<file path="src/rtl/wbbr_pkg.sv">
// Package: shared window layout for the register-window Wishbone bridge.
// Assumes a 16-bit host bus and eight word slots in the window.
package wbbr_pkg;

    // Word slots of the window; the read/write split of the address pairs
    // is decoded by the trigger logic, so these indices are behavioural.
    typedef enum logic [2:0] {
        W_RD_ADR_LO = 3'd0,
        W_RD_ADR_HI = 3'd1,
        W_WR_ADR_LO = 3'd2,
        W_WR_ADR_HI = 3'd3,
        W_DAT_LO    = 3'd4,
        W_DAT_HI    = 3'd5,
        W_RSVD      = 3'd6,
        W_CTRL      = 3'd7
    } win_word_e;

    localparam int CTRL_PIPE_BIT = 4;
    localparam int CTRL_PEND_BIT = 15;

endpackage

</file>
<file path="src/rtl/wbbr_cycle.sv">
// Module: Wishbone cycle sequencer.
// Raises CYC and STB one clock after a start pulse. In classic style STB is
// held until ACK. In pipelined style STB lasts one clock. CYC drops on the
// ACK edge. Assumes the style input is frozen while a cycle is open.
module wbbr_cycle (
    input  logic clk,
    input  logic rst_n,
    input  logic start,
    input  logic pipe,
    input  logic ack,
    output logic cyc,
    output logic stb
);

    // Open, hold and close the bus cycle.
    always_ff @(posedge clk) begin
        if (!rst_n) begin
            cyc <= 1'b0;
            stb <= 1'b0;
        end else if (cyc) begin
            if (ack) begin
                cyc <= 1'b0;
                stb <= 1'b0;
            end else if (pipe) begin
                stb <= 1'b0;
            end
        end else if (start) begin
            cyc <= 1'b1;
            stb <= 1'b1;
        end
    end

    AST_START_RAISES: assert property (@(posedge clk) disable iff (!rst_n)
        start && !cyc |=> cyc && stb);
    AST_STB_WITHIN_CYC: assert property (@(posedge clk) disable iff (!rst_n)
        stb |-> cyc);
    AST_CLASSIC_HOLD: assert property (@(posedge clk) disable iff (!rst_n)
        cyc && stb && !ack && !pipe |=> cyc && stb);
    AST_PIPE_SINGLE: assert property (@(posedge clk) disable iff (!rst_n)
        stb && pipe |=> !stb);
    AST_ACK_RELEASES: assert property (@(posedge clk) disable iff (!rst_n)
        cyc && ack |=> !cyc && !stb);
    AST_IDLE_ACK_QUIET: assert property (@(posedge clk) disable iff (!rst_n)
        !cyc && !start |=> !cyc);

endmodule

</file>
<file path="src/rtl/wbbr_regfile.sv">
// Module: register window of the bridge.
// Holds the address pair, data pair, direction, byte selects and cycle style,
// with byte-lane writes and one-clock registered reads. Generates the start
// pulse when an upper address half is written. Captures bus read data on ACK.
// Assumes WB_W == 2*BUS_W and that 'pending' equals the open-cycle flag.
module wbbr_regfile
    import wbbr_pkg::*;
#(
    parameter int BUS_W  = 16,
    parameter int WB_W   = 32,
    parameter int WIDX_W = 3
) (
    input  logic                 clk,
    input  logic                 rst_n,
    input  logic [WIDX_W-1:0]    bus_word,
    input  logic                 bus_rden,
    input  logic [BUS_W/8-1:0]   bus_wren,
    input  logic [BUS_W-1:0]     bus_wdata,
    output logic [BUS_W-1:0]     bus_rdata,
    input  logic                 pending,
    input  logic                 wb_ack,
    input  logic [WB_W-1:0]      wb_dat_i,
    output logic [WB_W-1:0]      adr_o,
    output logic [WB_W-1:0]      dat_o,
    output logic [WB_W/8-1:0]    sel_o,
    output logic                 we_o,
    output logic                 pipe_o,
    output logic                 start
);

    localparam int LANES = BUS_W / 8;
    localparam int SEL_W = WB_W / 8;

    win_word_e          widx;
    logic               wr_open;
    logic               capture;
    logic               hi_adr;
    logic               we_q;
    logic               pipe_q;
    logic [SEL_W-1:0]   sel_q;
    logic [BUS_W-1:0]   ctrl_word;

    assign widx    = win_word_e'(bus_word);
    assign wr_open = (|bus_wren) && !pending;
    assign hi_adr  = (widx == W_RD_ADR_HI) || (widx == W_WR_ADR_HI);
    assign start   = wr_open && hi_adr;
    assign capture = pending && wb_ack && !we_q;

    // Per-lane storage of address and data bytes.
    for (genvar b = 0; b < LANES; b++) begin : g_lane
        logic [7:0] a_lo, a_hi, d_lo, d_hi;
        logic       lane_wr;
        assign lane_wr = bus_wren[b] && !pending;

        // Byte-lane update of the address and data halves, or capture on ACK.
        always_ff @(posedge clk) begin
            if (!rst_n) begin
                a_lo <= '0;
                a_hi <= '0;
                d_lo <= '0;
                d_hi <= '0;
            end else begin
                if (lane_wr && (widx == W_RD_ADR_LO || widx == W_WR_ADR_LO))
                    a_lo <= bus_wdata[b*8 +: 8];
                if (lane_wr && hi_adr)
                    a_hi <= bus_wdata[b*8 +: 8];
                if (capture) begin
                    d_lo <= wb_dat_i[b*8 +: 8];
                    d_hi <= wb_dat_i[BUS_W + b*8 +: 8];
                end else begin
                    if (lane_wr && widx == W_DAT_LO) d_lo <= bus_wdata[b*8 +: 8];
                    if (lane_wr && widx == W_DAT_HI) d_hi <= bus_wdata[b*8 +: 8];
                end
            end
        end

        assign adr_o[b*8 +: 8]         = a_lo;
        assign adr_o[BUS_W + b*8 +: 8] = a_hi;
        assign dat_o[b*8 +: 8]         = d_lo;
        assign dat_o[BUS_W + b*8 +: 8] = d_hi;
    end

    // Direction follows the address pair written; control takes the low lane.
    always_ff @(posedge clk) begin
        if (!rst_n) begin
            we_q   <= 1'b0;
            sel_q  <= '0;
            pipe_q <= 1'b0;
        end else if (wr_open) begin
            case (widx)
                W_RD_ADR_LO, W_RD_ADR_HI: we_q <= 1'b0;
                W_WR_ADR_LO, W_WR_ADR_HI: we_q <= 1'b1;
                W_CTRL: if (bus_wren[0]) begin
                    sel_q  <= bus_wdata[SEL_W-1:0];
                    pipe_q <= bus_wdata[CTRL_PIPE_BIT];
                end
                default: ;
            endcase
        end
    end

    // Control word image as seen by a read.
    always_comb begin
        ctrl_word                = '0;
        ctrl_word[SEL_W-1:0]     = sel_q;
        ctrl_word[CTRL_PIPE_BIT] = pipe_q;
        ctrl_word[CTRL_PEND_BIT] = pending;
    end

    // Registered read port; write-only and reserved slots return zero.
    always_ff @(posedge clk) begin
        if (!rst_n) begin
            bus_rdata <= '0;
        end else begin
            bus_rdata <= '0;
            if (bus_rden) begin
                case (widx)
                    W_DAT_LO: bus_rdata <= dat_o[BUS_W-1:0];
                    W_DAT_HI: bus_rdata <= dat_o[WB_W-1:BUS_W];
                    W_CTRL:   bus_rdata <= ctrl_word;
                    default:  bus_rdata <= '0;
                endcase
            end
        end
    end

    assign sel_o  = sel_q;
    assign we_o   = we_q;
    assign pipe_o = pipe_q;

    AST_ADR_FROZEN: assert property (@(posedge clk) disable iff (!rst_n)
        pending && $past(pending) |-> $stable(adr_o) && $stable(we_q));
    AST_READ_CAPTURE: assert property (@(posedge clk) disable iff (!rst_n)
        pending && wb_ack && !we_q |=> dat_o == $past(wb_dat_i));
    AST_WRITE_ACK_KEEPS: assert property (@(posedge clk) disable iff (!rst_n)
        pending && wb_ack && we_q |=> $stable(dat_o));
    AST_IDLE_RDATA_ZERO: assert property (@(posedge clk) disable iff (!rst_n)
        !bus_rden |=> bus_rdata == '0);

endmodule

</file>
<file path="src/rtl/wbbr_top.sv">
// Module: register-window Wishbone master bridge, top level.
// Joins the register window to the cycle sequencer. The open-cycle flag is
// the pending status seen by software. Assumes a 16-bit host bus and a
// 32-bit Wishbone side.
module wbbr_top #(
    parameter int BUS_W  = 16,
    parameter int WB_W   = 32,
    parameter int WIDX_W = 3
) (
    input  logic                 clk,
    input  logic                 rst_n,
    input  logic [WIDX_W-1:0]    bus_word,
    input  logic                 bus_rden,
    input  logic [BUS_W/8-1:0]   bus_wren,
    input  logic [BUS_W-1:0]     bus_wdata,
    output logic [BUS_W-1:0]     bus_rdata,
    output logic [WB_W-1:0]      wb_adr_o,
    output logic [WB_W-1:0]      wb_dat_o,
    input  logic [WB_W-1:0]      wb_dat_i,
    output logic [WB_W/8-1:0]    wb_sel_o,
    output logic                 wb_we_o,
    output logic                 wb_cyc_o,
    output logic                 wb_stb_o,
    input  logic                 wb_ack_i
);

    logic start;
    logic pipe;

    wbbr_regfile #(.BUS_W(BUS_W), .WB_W(WB_W), .WIDX_W(WIDX_W)) u_regs (
        .clk       (clk),
        .rst_n     (rst_n),
        .bus_word  (bus_word),
        .bus_rden  (bus_rden),
        .bus_wren  (bus_wren),
        .bus_wdata (bus_wdata),
        .bus_rdata (bus_rdata),
        .pending   (wb_cyc_o),
        .wb_ack    (wb_ack_i),
        .wb_dat_i  (wb_dat_i),
        .adr_o     (wb_adr_o),
        .dat_o     (wb_dat_o),
        .sel_o     (wb_sel_o),
        .we_o      (wb_we_o),
        .pipe_o    (pipe),
        .start     (start)
    );

    wbbr_cycle u_cycle (
        .clk   (clk),
        .rst_n (rst_n),
        .start (start),
        .pipe  (pipe),
        .ack   (wb_ack_i),
        .cyc   (wb_cyc_o),
        .stb   (wb_stb_o)
    );

endmodule

</file>
<file path="config.mk">
export PLATFORM = sky130hd
export DESIGN_NAME = wbbr_top
export DESIGN_NICKNAME = d
export VERILOG_FILES = /design/src/rtl/wbbr_pkg.sv /design/src/rtl/wbbr_cycle.sv /design/src/rtl/wbbr_regfile.sv /design/src/rtl/wbbr_top.sv
export SDC_FILE = /design/constraint.sdc
export NUM_CORES = 1
export LEC_CHECK = 0
export BUFFER_PORTS_ARGS = -buffer_cell sky130_fd_sc_hd__clkbuf_2
export CORE_MARGIN = 4
export CORE_UTILIZATION = 30
export CTS_CLUSTER_SIZE = 40
export DETAILED_ROUTE_END_ITERATION = 8
export HOLD_SLACK_MARGIN = 0.1
export PLACE_DENSITY_LB_ADDON = 0.1
export SYNTH_ARGS = -nofsm -noshare
export SYNTH_HDL_FRONTEND = slang
export SYNTH_SLANG_ARGS = --single-unit
</file>
<file path="constraint.sdc">
create_clock -name clk -period 4 [get_ports clk]
set_clock_uncertainty 0.05 [all_clocks]
set_input_delay 0.2 -clock clk [delete_from_list [all_inputs] [get_ports clk]]
set_output_delay 0.2 -clock clk [all_outputs]
set_load 0.005 [all_outputs]
</file>
== Yosys cells after proc, flatten, opt, wreduce, memory -nomap -nowiden ==
Index checks and enable logic that the tools add are counted.
Cells by class
  equality and inequality tests: 7
  muxes and demuxes: 17
  reduce and logical (&&, ||, !) cells: 32
Operators with widths (number)
  $mux W8: 8
  $pmux W16 S3: 1
  $logic_and A1 B1 Y1: 14
  $reduce_bool A2 Y1: 6
  $eq A3 B3 Y1 const B: 3
  $mux W1: 7
  $eq A3 B2 Y1 const B: 2
  $reduce_and A2 Y1: 3
  $reduce_or A2 Y1: 3
  $eq A3 B1 Y1 const B: 1
  $logic_not A3 Y1: 1
  $ne A3 B3 Y1 const B: 1
  $reduce_and A3 Y1: 1
  $logic_not A1 Y1: 2
  $logic_or A1 B1 Y1: 2
  $pmux W1 S2: 1
Word-level totals
  register bits after elaboration: 88
  input bits: 57
  output and inout port bits: 87
  logic and storage cells: 70

== Longest topological paths before layout ==
  word-level depth: 5
  mapped depth: 6
  depth with buffers taken out: 3

== By module ==
From an unflattened synthesis, not the netlist that was laid out.
Second synthesis, totals
  cells, all modules: 439
  area, all modules: 3741.1 µm²
Modules (own cells, without submodules)
  wbbr_regfile: instances 1, cells an instance 431, area an instance 3664.8 µm², sequential area each 1721.7 µm²
  wbbr_cycle: instances 1, cells an instance 8, area an instance 76.3 µm², sequential area each 40.0 µm²

== Worst setup path after synthesis ==
Ideal clock, no wire load.
  kind: register -> register
  start: register u_cycle.cyc
  end: register u_regs.g_lane[1].d_lo[0]
  setup time: 0.119 ns
  data arrival time: 1.224 ns
  required time: 3.831 ns
  slack: 2.607 ns
  cell stages (with the launch flop): 6
  buffers on the path: 2
  period minus slack after synthesis: 1.393 ns
  path through: dfxtp_1 -> buf_6 -> or4b_1 -> buf_2 -> o21ai_1 -> a21oi_1
On the way
  word-level cells in the longest chain between the ends: 4
  elaborated cells on any way between the ends: 7
  classes of those cells: mux: 1; reduce/logical: 6
RTL lines
  start: declaration: RTL line wbbr_cycle.sv:11  | output logic cyc,
  start signal: assignment: RTL line wbbr_cycle.sv:18  | cyc <= 1'b0;
  start signal: assignment: RTL line wbbr_cycle.sv:22  | cyc <= 1'b0;
  start signal: assignment: RTL line wbbr_cycle.sv:28  | cyc <= 1'b1;
  $logic_not A1 Y1: RTL line wbbr_regfile.sv:53  | assign lane_wr = bus_wren[b] && !pending;
  $logic_and A1 B1 Y1: RTL line wbbr_regfile.sv:53
  $logic_and A1 B1 Y1: RTL line wbbr_regfile.sv:71  | if (lane_wr && widx == W_DAT_LO) d_lo <= bus_wdata[b*8 +: 8];
  $reduce_bool A2 Y1 (no source line)
  end signal: assignment: RTL line wbbr_regfile.sv:68  | d_lo <= wb_dat_i[b*8 +: 8];
  end signal: assignment: RTL line wbbr_regfile.sv:71
  end: declaration: RTL line wbbr_regfile.sv:51  | logic [7:0] a_lo, a_hi, d_lo, d_hi;
Parallel ways exist; a longest one is shown, timed or not.
A chain may end at the register's enable or synchronous reset.

== Worst setup path in the final report ==
  start: register u_cycle.cyc
  end: register u_regs.g_lane[1].d_lo[7]
Same word-level chain as after synthesis.

==> flow_summary.ini <==
[status]
status = complete, no violations

[power_and_ir_drop]
power.density_nw_per_um2 = 414.7
ir_drop_v = 0.0001576
power_frac_comb_pct = 11.8
p_sw_mw = 0.5297
p_leak_nw = 2.017
netSwitchingFraction_pct = 25.90
power_frac_seq_pct = 45.8
p_int_mw = 1.515
clock_power_share_pct = 42.4

[worst_hold_path]
hold_class = in2reg

[clock_network]
clk_latency_ns = 0.34
cts.sinks = 88
root_buffer = clkbuf_16
cts-buffers-inserted = 9
cts-resized-gates = 0
htreeDepth = 3
cts.clk_slew.worst_paths_ns = 0.07
cts_post_setup_buffers_inserted = 0
clockBufferDepth = 2
cts_tree = done

[logic_synthesis]
avgSynthCellArea_um2 = 8.800
syn_inst = 420
synth_area_um2 = 3696
synth-main-ff-cell = dfxtp_1
ys_seq_area_share_pct = 47.66
synthArstFlopShare_pct = 0
ys_ff_latch = 88
yosysWarnings = 0
yosysUniqueCellTypes = 30
synth_nets = 477
synth_edf_count = 0

[timing]
setup_violations = 0
max_slew.worst_pin.slew_ns = 1.166
fin_crit_ns = 2.580
rsz0062_at_grt = no
slew_headroom_pct = 22.02
fin_ws_ns = 1.420
hold_violations = 0
clock.fmax_ghz = 0.3876
drv_slew = 0
min_period_over_period_pct = 64.49
final.setup.tns_ns = 0

[setup_path]
slowest_delay_ns = 0.99
cp_data_required_time_ns = 4.17
crit_path_start_kind = flop
crit_arrival_ns = 2.75
worstPathMaxFanout = 32
path_cells = nand3b_1 -> o21ai_0 -> a21oi_1
critPathKind = reg2reg
cp_slowest_cell = nand3b_1
end_kind = flop

[route]
num_vias = 3625
wl_per_cell_um = 17.62
avgViaCountPerCell = 5.098
dr.pass1.iters = 5
drt_first_iter_violations = 229
antenna_left = 0
drc = 0
routed_wl_um = 12530

[global_route]
grt_max_degree = 41
track_usage_pct = 17.21
grt_pass1_wl_um = 19240
globalRoute.totalOverflow = 0
antenna_found_initial = 0
grt_pass1_vias = 3341

[die]
die_area_um2 = 14160
die_h_um = 119.0
initial_core_util_pct = 30.77
io_pins = 144
core.rowCount = 40
die_x_um = 119.0
core_area_um2 = 12010

[placement]
dp_hpwl_um = 8740
io_buffers = 143
preCtsSetupSlack_ns = 1.442
place.gp.congestion = 0.7814

[run]
cap_violations = 0

[final_layout]
nFillCells = 1258
layout.nets = 616
layout.area.seq_um2 = 1762
drive_gt1_share_pct = 30.50
area_delta_synth_final_pct = 33.41
antennaDiodeCount = 0
multiInputGateArea_um2 = 1723
[metrics by stage]
| stage | util, % | power, mW | std cells | area (µm²) | hold slack (ns) |
|---|---|---|---|---|---|
| final | 41.05 | 2.045 | 711 | 4931 | 0.1022 |
| after detailed placement | 36.66 | 1.181 | 673 | 4403 | 0.3987 |
| after floorplan | - | 1.077 | 420 | 3696 | 0.2860 |
| after CTS | 41.05 | 2.070 | 711 | 4931 | 0.1000 |
| after global placement | 36.66 | 1.178 | 673 | 4403 | 0.3975 |
| after global routing | 41.05 | 2.129 | 711 | 4931 | 0.1088 |
[per-layer routing]
metal / vias up / part of all wire (%) / track usage (%)
met2: 108 / 43 / 24.30
li1: 1794 / - / -
met3: 7 / 6.2 / 4.938
met5: - / 0 / 0
met4: 0 / 0.76 / 5.431
met1: 1716 / 50 / 25.07
[layout make-up]
type	count	area share (%)
clock buffers	10	4.846
repair buffers	166	19.13
clock inverters	6	1.396
inverters	3	0.2284
flip-flops and latches	88	35.73
well taps	147	3.730
multi-input cells	291	34.94
[cell usage in the layout, fill, tap and decap left out, types with 2 or more instances in the layout]
cell type / count
clkbuf_2: 143
dfxtp_1: 88
o21ai_0: 62
a21oi_1: 56
nor2_1: 35
nand2_1: 33
a31oi_1: 32
mux2i_1: 26
dlygate4sd3_1: 22
clkbuf_16: 9
o21ai_1: 8
mux2_2: 6
a22oi_1: 6
nand3_1: 5
clkinvlp_4: 4
inv_1: 3
or4b_1: 3
nor4b_4: 3
and4b_1: 2
nand4b_1: 2
and4bb_2: 2
and3b_1: 2
nand3b_1: 2
[state kept, by name, indices dropped and copies added, names as in the netlist]
| register | count |
|---|---|
| u_regs.bus_rdata | 16 |
| u_regs.g_lane.d_hi | 16 |
| u_regs.we_o | 1 |
| u_regs.sel_o | 4 |
| u_regs.g_lane.d_lo | 16 |
| u_regs.pipe_o | 1 |
| u_cycle.stb | 1 |
| u_regs.g_lane.a_lo | 16 |
| u_cycle.cyc | 1 |
| u_regs.g_lane.a_hi | 16 |
[critical path: cells and delay by family, from the launching register on]
| family | cells | cell delay, ns |
|---|---|---|
| AND/OR/NAND/NOR | 1 | 0.99 |
| AO/OA/AOI/OAI | 2 | 0.58 |
| flip-flops | 1 | 0.83 |
[cells by family after synthesis]
kind of cell | synth area share (%)
muxes | 8.869
buffers and inverters | 5.721
and+or+nand+nor | 13.61
AOI/OAI and AO/OA | 24.14
DFF | 47.66
[synthesized netlist by cell type (all sizes together) (2+ instances only)]
| master | instances | area share [%] |
|---|---|---|
| dfxtp | 88 | 48 |
| o21ai | 70 | 9.5 |
| a21oi | 56 | 7.6 |
| nor2 | 35 | 3.6 |
| nand2 | 33 | 3.4 |
| a31oi | 32 | 5.4 |
| mux2i | 26 | 7.0 |
| clkbuf | 22 | 2.3 |
| buf | 16 | 3.1 |
| a22oi | 6 | 1.2 |
| mux2 | 6 | 1.8 |
| nand3 | 5 | 0.68 |
| inv | 3 | 0.30 |
| nor4b | 3 | 1.9 |
| or4b | 3 | 0.81 |
| and3b | 2 | 0.47 |
| and4b | 2 | 0.54 |
| and4bb | 2 | 0.68 |
| nand3b | 2 | 0.41 |
| nand4b | 2 | 0.47 |
[final timing paths]
path / from / end / slack [ns] / depth (start not counted)
max: u_cycle.cyc$_SDFF_PN0_ / u_regs.g_lane[1].d_lo[7]$_SDFFE_PN0P_ / 1.42 / 3
min: wb_dat_i[27] / u_regs.g_lane[1].d_hi[3]$_SDFFE_PN0P_ / 0.10 / 3
max reg2reg: u_cycle.cyc$_SDFF_PN0_ / u_regs.g_lane[1].d_lo[7]$_SDFFE_PN0P_ / 1.42 / 3
min reg2reg: u_regs.g_lane[0].a_lo[6]$_SDFFE_PN0P_ / u_regs.g_lane[0].a_lo[6]$_SDFFE_PN0P_ / 0.41 / 2
[what timing repair did]
| item | in CTS | in global routing |
|---|---|---|
| setup endpoints to repair | 0 | 0 |
| hold buffers | 22 | 0 |
| hold endpoints to repair | 22 | 0 |
[power by group through the flow]
| stage | logic, mW | clock network (mW) | registers [mW] |
|---|---|---|---|
| 6_report | 0.240 | 0.867 | 0.937 |
| 5_1_grt | 0.265 | 0.922 | 0.942 |
| 4_1_cts | 0.242 | 0.891 | 0.937 |
| 3_5_place_dp | 0.223 | 0 | 0.957 |
| 3_3_place_gp | 0.222 | 0 | 0.956 |
| 2_1_floorplan | 0.126 | 0 | 0.951 |
(Power assumes the default switching activity.)
